[config.mk]
export PLATFORM = sky130hd
export DESIGN_NAME = pwrup_cmd_gate
export DESIGN_NICKNAME = d
export VERILOG_FILES = /design/src/rtl/pwrup_cmd_gate.sv
export SDC_FILE = /design/constraint.sdc
export NUM_CORES = 1
export LEC_CHECK = 0
export ABC_AREA = 1
export ABC_CLOCK_PERIOD_IN_PS = 2200
export CAP_MARGIN = 20
export CORE_MARGIN = 1.5
export CORE_UTILIZATION = 55
export DETAILED_ROUTE_END_ITERATION = 6
export PLACE_DENSITY = 0.75
export SYNTH_ARGS = -nofsm -noshare
export SYNTH_HDL_FRONTEND = slang
export SYNTH_SLANG_ARGS = --single-unit
export TNS_END_PERCENT = 30
[constraint.sdc]
create_clock -name clk -period 2.2 [get_ports clk]
set_clock_uncertainty 0.1 [all_clocks]
set_input_delay 0.22 -clock clk [delete_from_list [all_inputs] [get_ports clk]]
set_output_delay 0.22 -clock clk [all_outputs]
set_load 0.01 [all_outputs]
[src/rtl/pwrup_cmd_gate.sv]
module pwrup_cmd_gate #(
  parameter int CLK_HZ     = 50_000_000,
  parameter int CYC_PER_MS = CLK_HZ / 1000,
  parameter int STD_TMO_MS = 100,
  parameter int N_RAIL     = 3
) (
  input  logic              clk,
  input  logic              rst_n,
  input  logic [N_RAIL-1:0] rail_good,
  input  logic              park_ok,
  input  logic              refclk_ok,
  input  logic              dev_busy,
  input  logic              std_req,
  input  logic              cmp_req,
  output logic              dev_rst_n,
  output logic              std_ack,
  output logic              cmp_ack,
  output logic [2:0]        status
);

  localparam int SW = N_RAIL + 3;
  localparam int CW = (CYC_PER_MS > 1) ? $clog2(CYC_PER_MS) : 1;
  localparam int MW = $clog2(STD_TMO_MS + 1);

  typedef enum logic [1:0] {S_RESET = 2'd0, S_WAIT = 2'd1, S_STD = 2'd2, S_ALL = 2'd3} st_t;

  logic [SW-1:0] sync1, sync2;
  logic          pwr_ok_s, bsy_s;
  st_t           state, nxt;
  logic [CW-1:0] cyc;
  logic [MW-1:0] ms;
  logic          tmo, seen, done;
  logic          via_tmo, rst_q;
  logic          std_pend, cmp_pend;
  logic          std_open, cmp_open;

  always_ff @(posedge clk or negedge rst_n)
    if (!rst_n) begin
      sync1 <= '0;
      sync2 <= '0;
    end else begin
      sync1 <= {dev_busy, refclk_ok, park_ok, rail_good};
      sync2 <= sync1;
    end

  assign pwr_ok_s = &sync2[N_RAIL+1:0];
  assign bsy_s    = sync2[N_RAIL+2];

  assign tmo  = (ms == MW'(STD_TMO_MS));
  assign done = seen & ~bsy_s;

  always_comb begin
    nxt = state;
    case (state)
      S_RESET: if (pwr_ok_s) nxt = S_WAIT;
      S_WAIT:  if (done) nxt = S_ALL; else if (tmo) nxt = S_STD;
      S_STD:   if (done) nxt = S_ALL;
      default: nxt = state;
    endcase
    if (!pwr_ok_s) nxt = S_RESET;
  end

  always_ff @(posedge clk or negedge rst_n)
    if (!rst_n) begin
      state   <= S_RESET;
      rst_q   <= 1'b0;
      via_tmo <= 1'b0;
      seen    <= 1'b0;
    end else begin
      state <= nxt;
      rst_q <= (nxt != S_RESET);
      if (nxt == S_RESET) via_tmo <= 1'b0;
      else if (state == S_WAIT && nxt == S_STD) via_tmo <= 1'b1;
      seen <= (state != S_RESET && nxt != S_RESET) ? (seen | bsy_s) : 1'b0;
    end

  always_ff @(posedge clk or negedge rst_n)
    if (!rst_n) begin
      cyc <= '0;
      ms  <= '0;
    end else if (state != S_WAIT) begin
      cyc <= '0;
      ms  <= '0;
    end else if (!tmo) begin
      if (cyc == CW'(CYC_PER_MS - 1)) begin
        cyc <= '0;
        ms  <= ms + 1'b1;
      end else begin
        cyc <= cyc + 1'b1;
      end
    end

  assign std_open = (state == S_STD) || (state == S_ALL);
  assign cmp_open = (state == S_ALL);
  assign std_ack  = std_open & (std_req | std_pend);
  assign cmp_ack  = cmp_open & (cmp_req | cmp_pend);

  always_ff @(posedge clk or negedge rst_n)
    if (!rst_n) begin
      std_pend <= 1'b0;
      cmp_pend <= 1'b0;
    end else if (state == S_RESET || nxt == S_RESET) begin
      std_pend <= 1'b0;
      cmp_pend <= 1'b0;
    end else begin
      std_pend <= (std_pend | std_req) & ~std_ack;
      cmp_pend <= (cmp_pend | cmp_req) & ~cmp_ack;
    end

  assign dev_rst_n = rst_q;
  assign status    = {via_tmo, state};

  a_r1_reset_held: assert property (@(posedge clk) disable iff (!rst_n)
    !pwr_ok_s |=> !dev_rst_n);

  a_r2_release_needs_power: assert property (@(posedge clk) disable iff (!rst_n)
    $rose(dev_rst_n) |-> $past(pwr_ok_s));

  a_r3_drop_clears: assert property (@(posedge clk) disable iff (!rst_n)
    (state == S_RESET) |-> (!std_pend && !cmp_pend && !status[2]));

  a_r5_timeout_flag: assert property (@(posedge clk) disable iff (!rst_n)
    (state == S_STD) |-> status[2]);

  a_r6_cmp_needs_done: assert property (@(posedge clk) disable iff (!rst_n)
    cmp_ack |-> (seen && state == S_ALL));

  a_r7_no_backstep: assert property (@(posedge clk) disable iff (!rst_n)
    (state == S_ALL) |=> (state == S_ALL || state == S_RESET));

  a_r9_single_ack: assert property (@(posedge clk) disable iff (!rst_n)
    (std_ack && !std_req) |=> !std_pend);

endmodule

# Word level (Yosys, flattened, before mapping)
# Index checks and enable logic that the tools add are counted.
# word_totals
in_bits	10
reg_bits	42
# op_classes
bitwise	11
n_reduce_logical	12
n_mux	16
n_addsub	2
eq_ne	8
# op_table
cell	count
two-way mux 16 bit	3
two-way mux 7 bit	3
adder 16 x 1 -> 16 bit (second input constant)	1
== test 16 bit (second input constant)	1
two-way mux 2 bit	4
nonzero test 2 bit	4
adder 7 x 1 -> 7 bit (second input constant)	1
== test 7 bit (second input constant)	1
== test 2 bit (second input constant)	3
one-hot mux 2 bit (3 select lines)	1
AND 1 bit	5
two-way mux 1 bit	5
AND reduction 5 bit	1
zero test 2 bit	2
inequality test 2 x 1 -> 1 bit (second input constant)	2
NOT 1 bit	3
bitwise OR 1 bit	3
== test 2 x 1 -> 1 bit (second input constant)	1
logical AND 1 bit	2
logical OR 1 bit	2
AND reduction 2 bit	1

# Depth between registers and ports, before layout
# logic_depth
ltp_word	9
depth_mapped	11
mapped_depth_nobuf	11

# Worst setup path after synthesis
# No wires, ideal clock.
# synth_path
kind	reg-to-reg
start	reg ms[0]
end	reg cyc[9]
path_slack_ns	0.651
period_less_slack_ns	1.549
setup_time_ns	0.124
t_arrival_ns	1.326
t_required_ns	1.976
n_path_buf	1
stages_incl_launch_ff	10
path_cell_list	dfrtp_1 -> inv_1 -> ha_1 -> inv_1 -> nor2_1 -> nand3b_1 -> nor2_2 -> buf_4 -> nor3b_1 -> nor2_2
# synth_between
elab_chain_len	2
# synth_rtl
item	line_no	text
start, declared	31	logic [MW-1:0] ms;
start signal, assigned	87	ms <= ms + 1'b1;
== test 7 bit	49	assign tmo = (ms == MW'(STD_TMO_MS));
inequality test 2 x 1 -> 1 bit (no source line)	n/a	
end signal, assigned	89	cyc <= cyc + 1'b1;
end, declared	30	logic [CW-1:0] cyc;
# No other way between the ends.
# A chain may end at the register's enable or synchronous reset.

# Worst setup path in the final report
# layout_path
start	reg state[1]
end	out std_ack
# layout_between
elab_chain_len	3
# layout_rtl
item	line_no	text
start, declared	29	st_t state, nxt;
start signal, assigned	70	state <= nxt;
== test 2 bit	93	assign std_open = (state == S_STD) || (state == S_ALL);
logical OR 1 bit (*)	93	
AND 1 bit (*)	95	assign std_ack = std_open & (std_req | std_pend);
end, declared	16	output logic std_ack,
# Every way passes the cells marked *; elsewhere a longest branch is shown, timed or not.

==> impl_metrics.toml <==
[power]
cellLeakagePower_nw = 1.10
internal_power_w = 0.00103
max-vdd-ir-drop_uv = 409
swShare = 0.234
p_comb_frac = 0.036
finalPower_w = 0.00135
p_sw_w = 0.000316
power_frac_clock = 0.380
seqPwrFrac = 0.584
power.density_nw_per_um2 = 546

[placed_design]
placedCellCount = 322
place.gp.congestion = 0.937
hpwl_mm = 3.08
port_buffers = 15

[logic_synthesis]
ys_seq_area_frac = 0.478
syn_area_per_cell_um2 = 8.39
synth_edf_count = 0
synth_ff_type = "dfrtp_1"
yosysWarnings = 0
syn_area_um2 = 2200
synth_cell_types = 32
synth-seq-cells = 42
synthesis.nets = 275
netlist_instances = 262
synth-async-reset-ratio = 1.00

[sta]
finalCritPeriodShare = 0.879
worst_pin_slew_ns = 0.389
max-slew-margin-rel = 0.740
finalMaxSlewViolations = 0
rsz0062_at_grt = "false"
finalSetupTns_ns = 0
min_period_ns = 1.93
hold_viol = 0
fmax_ghz = 0.517
finalSetupViolations = 0

[detailed_routing]
via_per_inst = 5.27
dr.pass1.iters = 4
drc_errors = 0
drtAntennaViolNets = 0
drtIter0Drc = 147
num_vias = 1746
wl_per_cell_um = 12.3
routed_wl_mm = 4.09

[finish]
antennaDiodeCount = 0
area_growth_syn_to_layout_pct = 12.4
multi_input_area_um2 = 967
nets = 295
seq_area_um2 = 1050
final_cell_mix = "nand2_1 (64), dfrtp_1 (42), inv_1 (31), nor2_1 (29), nand3_1 (21)"
final_common_cell = "nand2_1"
num-fill-cells = 342
fin_cells = 331
layout-drive-gt1-share = 0.134

[floorplan]
start_util = 0.587
die_area_um2 = 4380
design.core.area_um2 = 3740
die_h_um = 66.2
row_count = 22
io_pins = 16
die_x_um = 66.2

[job]
drv_cap = 0

[critical_path]
path_cells = "inv_1 -> nor2_1 -> clkdlybuf4s50_1"
critPathBufInv = 2
crit_family = "buffers and inverters"
required_ns = 1.88
crit_type = "flop to primary output"
cp_slowest_cell = "clkdlybuf4s50_1"
end_kind = "primary output"
start_kind = "flop"
arrival_ns = 1.61
path_max_fanout = 6
slowest_delay_ns = 0.54

[worst_hold_path]
min_path_type = "flop to flop"

[cts]
clk_pin_slew_ns = 0.08
cts_max_level = 2
cts_tree = "yes"
clk_latency_ns = 0.30
cts_buffer_depth = 2
numCtsBuffers = 5
root_buffer = "clkbuf_8"
cts.sinks = 42

[grt]
antenna_found_initial = 0
grt_pass1_wl_mm = 7.23
grt_pass1_vias = 1692
grt_usage = 0.218
grt_max_degree = 19
grt_overflow = 0

[status]
status = "completed"
area by class of cell:
type	instances	area share
Sequential cell	42	0.426
Multi-Input combinational cell	182	0.392
Timing Repair Buffer	19	0.0719
Inverter	32	0.0486
Clock buffer	5	0.0279
Tap cell	48	0.0243
Clock inverter	3	0.0101
cell usage after synthesis (2+ instances only):
| cell type | n | area [um2] |
|---|---|---|
| nand2_1 | 64 | 240 |
| dfrtp_1 | 42 | 1050 |
| inv_1 | 31 | 116 |
| nor2_1 | 29 | 109 |
| nand3_1 | 21 | 105 |
| nand4_1 | 13 | 81.3 |
| o21ai_0 | 10 | 50.1 |
| nor2_2 | 6 | 37.5 |
| o21ai_2 | 6 | 52.6 |
| buf_4 | 3 | 22.5 |
| ha_1 | 3 | 37.5 |
| nand2_2 | 3 | 18.8 |
| nand3_2 | 3 | 30.0 |
| nand3b_1 | 3 | 22.5 |
| o21bai_1 | 3 | 22.5 |
| xor2_1 | 3 | 26.3 |
| nand2_4 | 2 | 22.5 |
| nor3_1 | 2 | 10.0 |
| nor3b_1 | 2 | 15.0 |
power by group through the flow:
stage | Clock [W] | Combinational, W | Sequential [W]
after floorplan | 0 | 0.0000129 | 0.000803
after global placement | 0 | 0.0000477 | 0.000803
after detailed placement | 0 | 0.0000495 | 0.000803
after CTS | 0.000533 | 0.0000508 | 0.000788
after global routing | 0.000562 | 0.0000561 | 0.000789
final | 0.000513 | 0.0000485 | 0.000788
state kept, by name, indices dropped and copies added (netlist names):
register	flops
sync2	6
seen	1
sync1	6
cmp_pend	1
cyc	16
ms	7
via_tmo	1
std_pend	1
dev_rst_n	1
state	2
cell families after synthesis:
logic type | after synthesis | synth area share
flops | 42 | 0.478
buf+inv | 38 | 0.0814
xor+xnor | 4 | 0.0159
fa+ha+maj | 3 | 0.0171
compound gates | 23 | 0.0706
simple gates | 152 | 0.337
metal layers:
layer / global-route usage / up-vias / routed length, um
li1: - / 882 / -
met1: 0.274 / 822 / 1920
met2: 0.366 / 37 / 1950
met3: 0.0562 / 5 / 172
met4: 0.0689 / 0 / 47
met5: 0 / - / 0
per-stage QoR:
| step | cell area [um2] | hold WS [ns] | utilization | setup WS [ns] |
|---|---|---|---|---|
| 2_1_floorplan | 2200 | -0.176 | - | 0.651 |
| 3_3_place_gp | 2370 | 0.0688 | 0.632 | 0.391 |
| 3_5_place_dp | 2370 | 0.0741 | 0.632 | 0.367 |
| 4_1_cts | 2470 | 0.243 | 0.660 | 0.254 |
| 5_1_grt | 2470 | 0.251 | 0.660 | 0.131 |
| 6_report | 2470 | 0.252 | 0.660 | 0.266 |
path summary, 6_finish.rpt:
kind                            startpoint        to  slack [ns]  cells after the start
worst max register to register       ms[0]    cyc[8]        0.36                     11
worst max-delay path              state[1]   std_ack        0.27                      3
worst min-delay path              sync1[1]  sync2[1]        0.25                      0
worst min register to register    sync1[1]  sync2[1]        0.25                      0
max in group asynchronous            rst_n     ms[1]        1.19                      3
min in group asynchronous            rst_n    cyc[9]        0.27                      2
what timing repair did:
item | CTS | global route
resized for setup | 0 | 0
hold buffers | 1 | 0
buffers inserted | 0 | 0
endpoints found under the hold margin | 16 | 0
(Power assumes the default switching activity.)
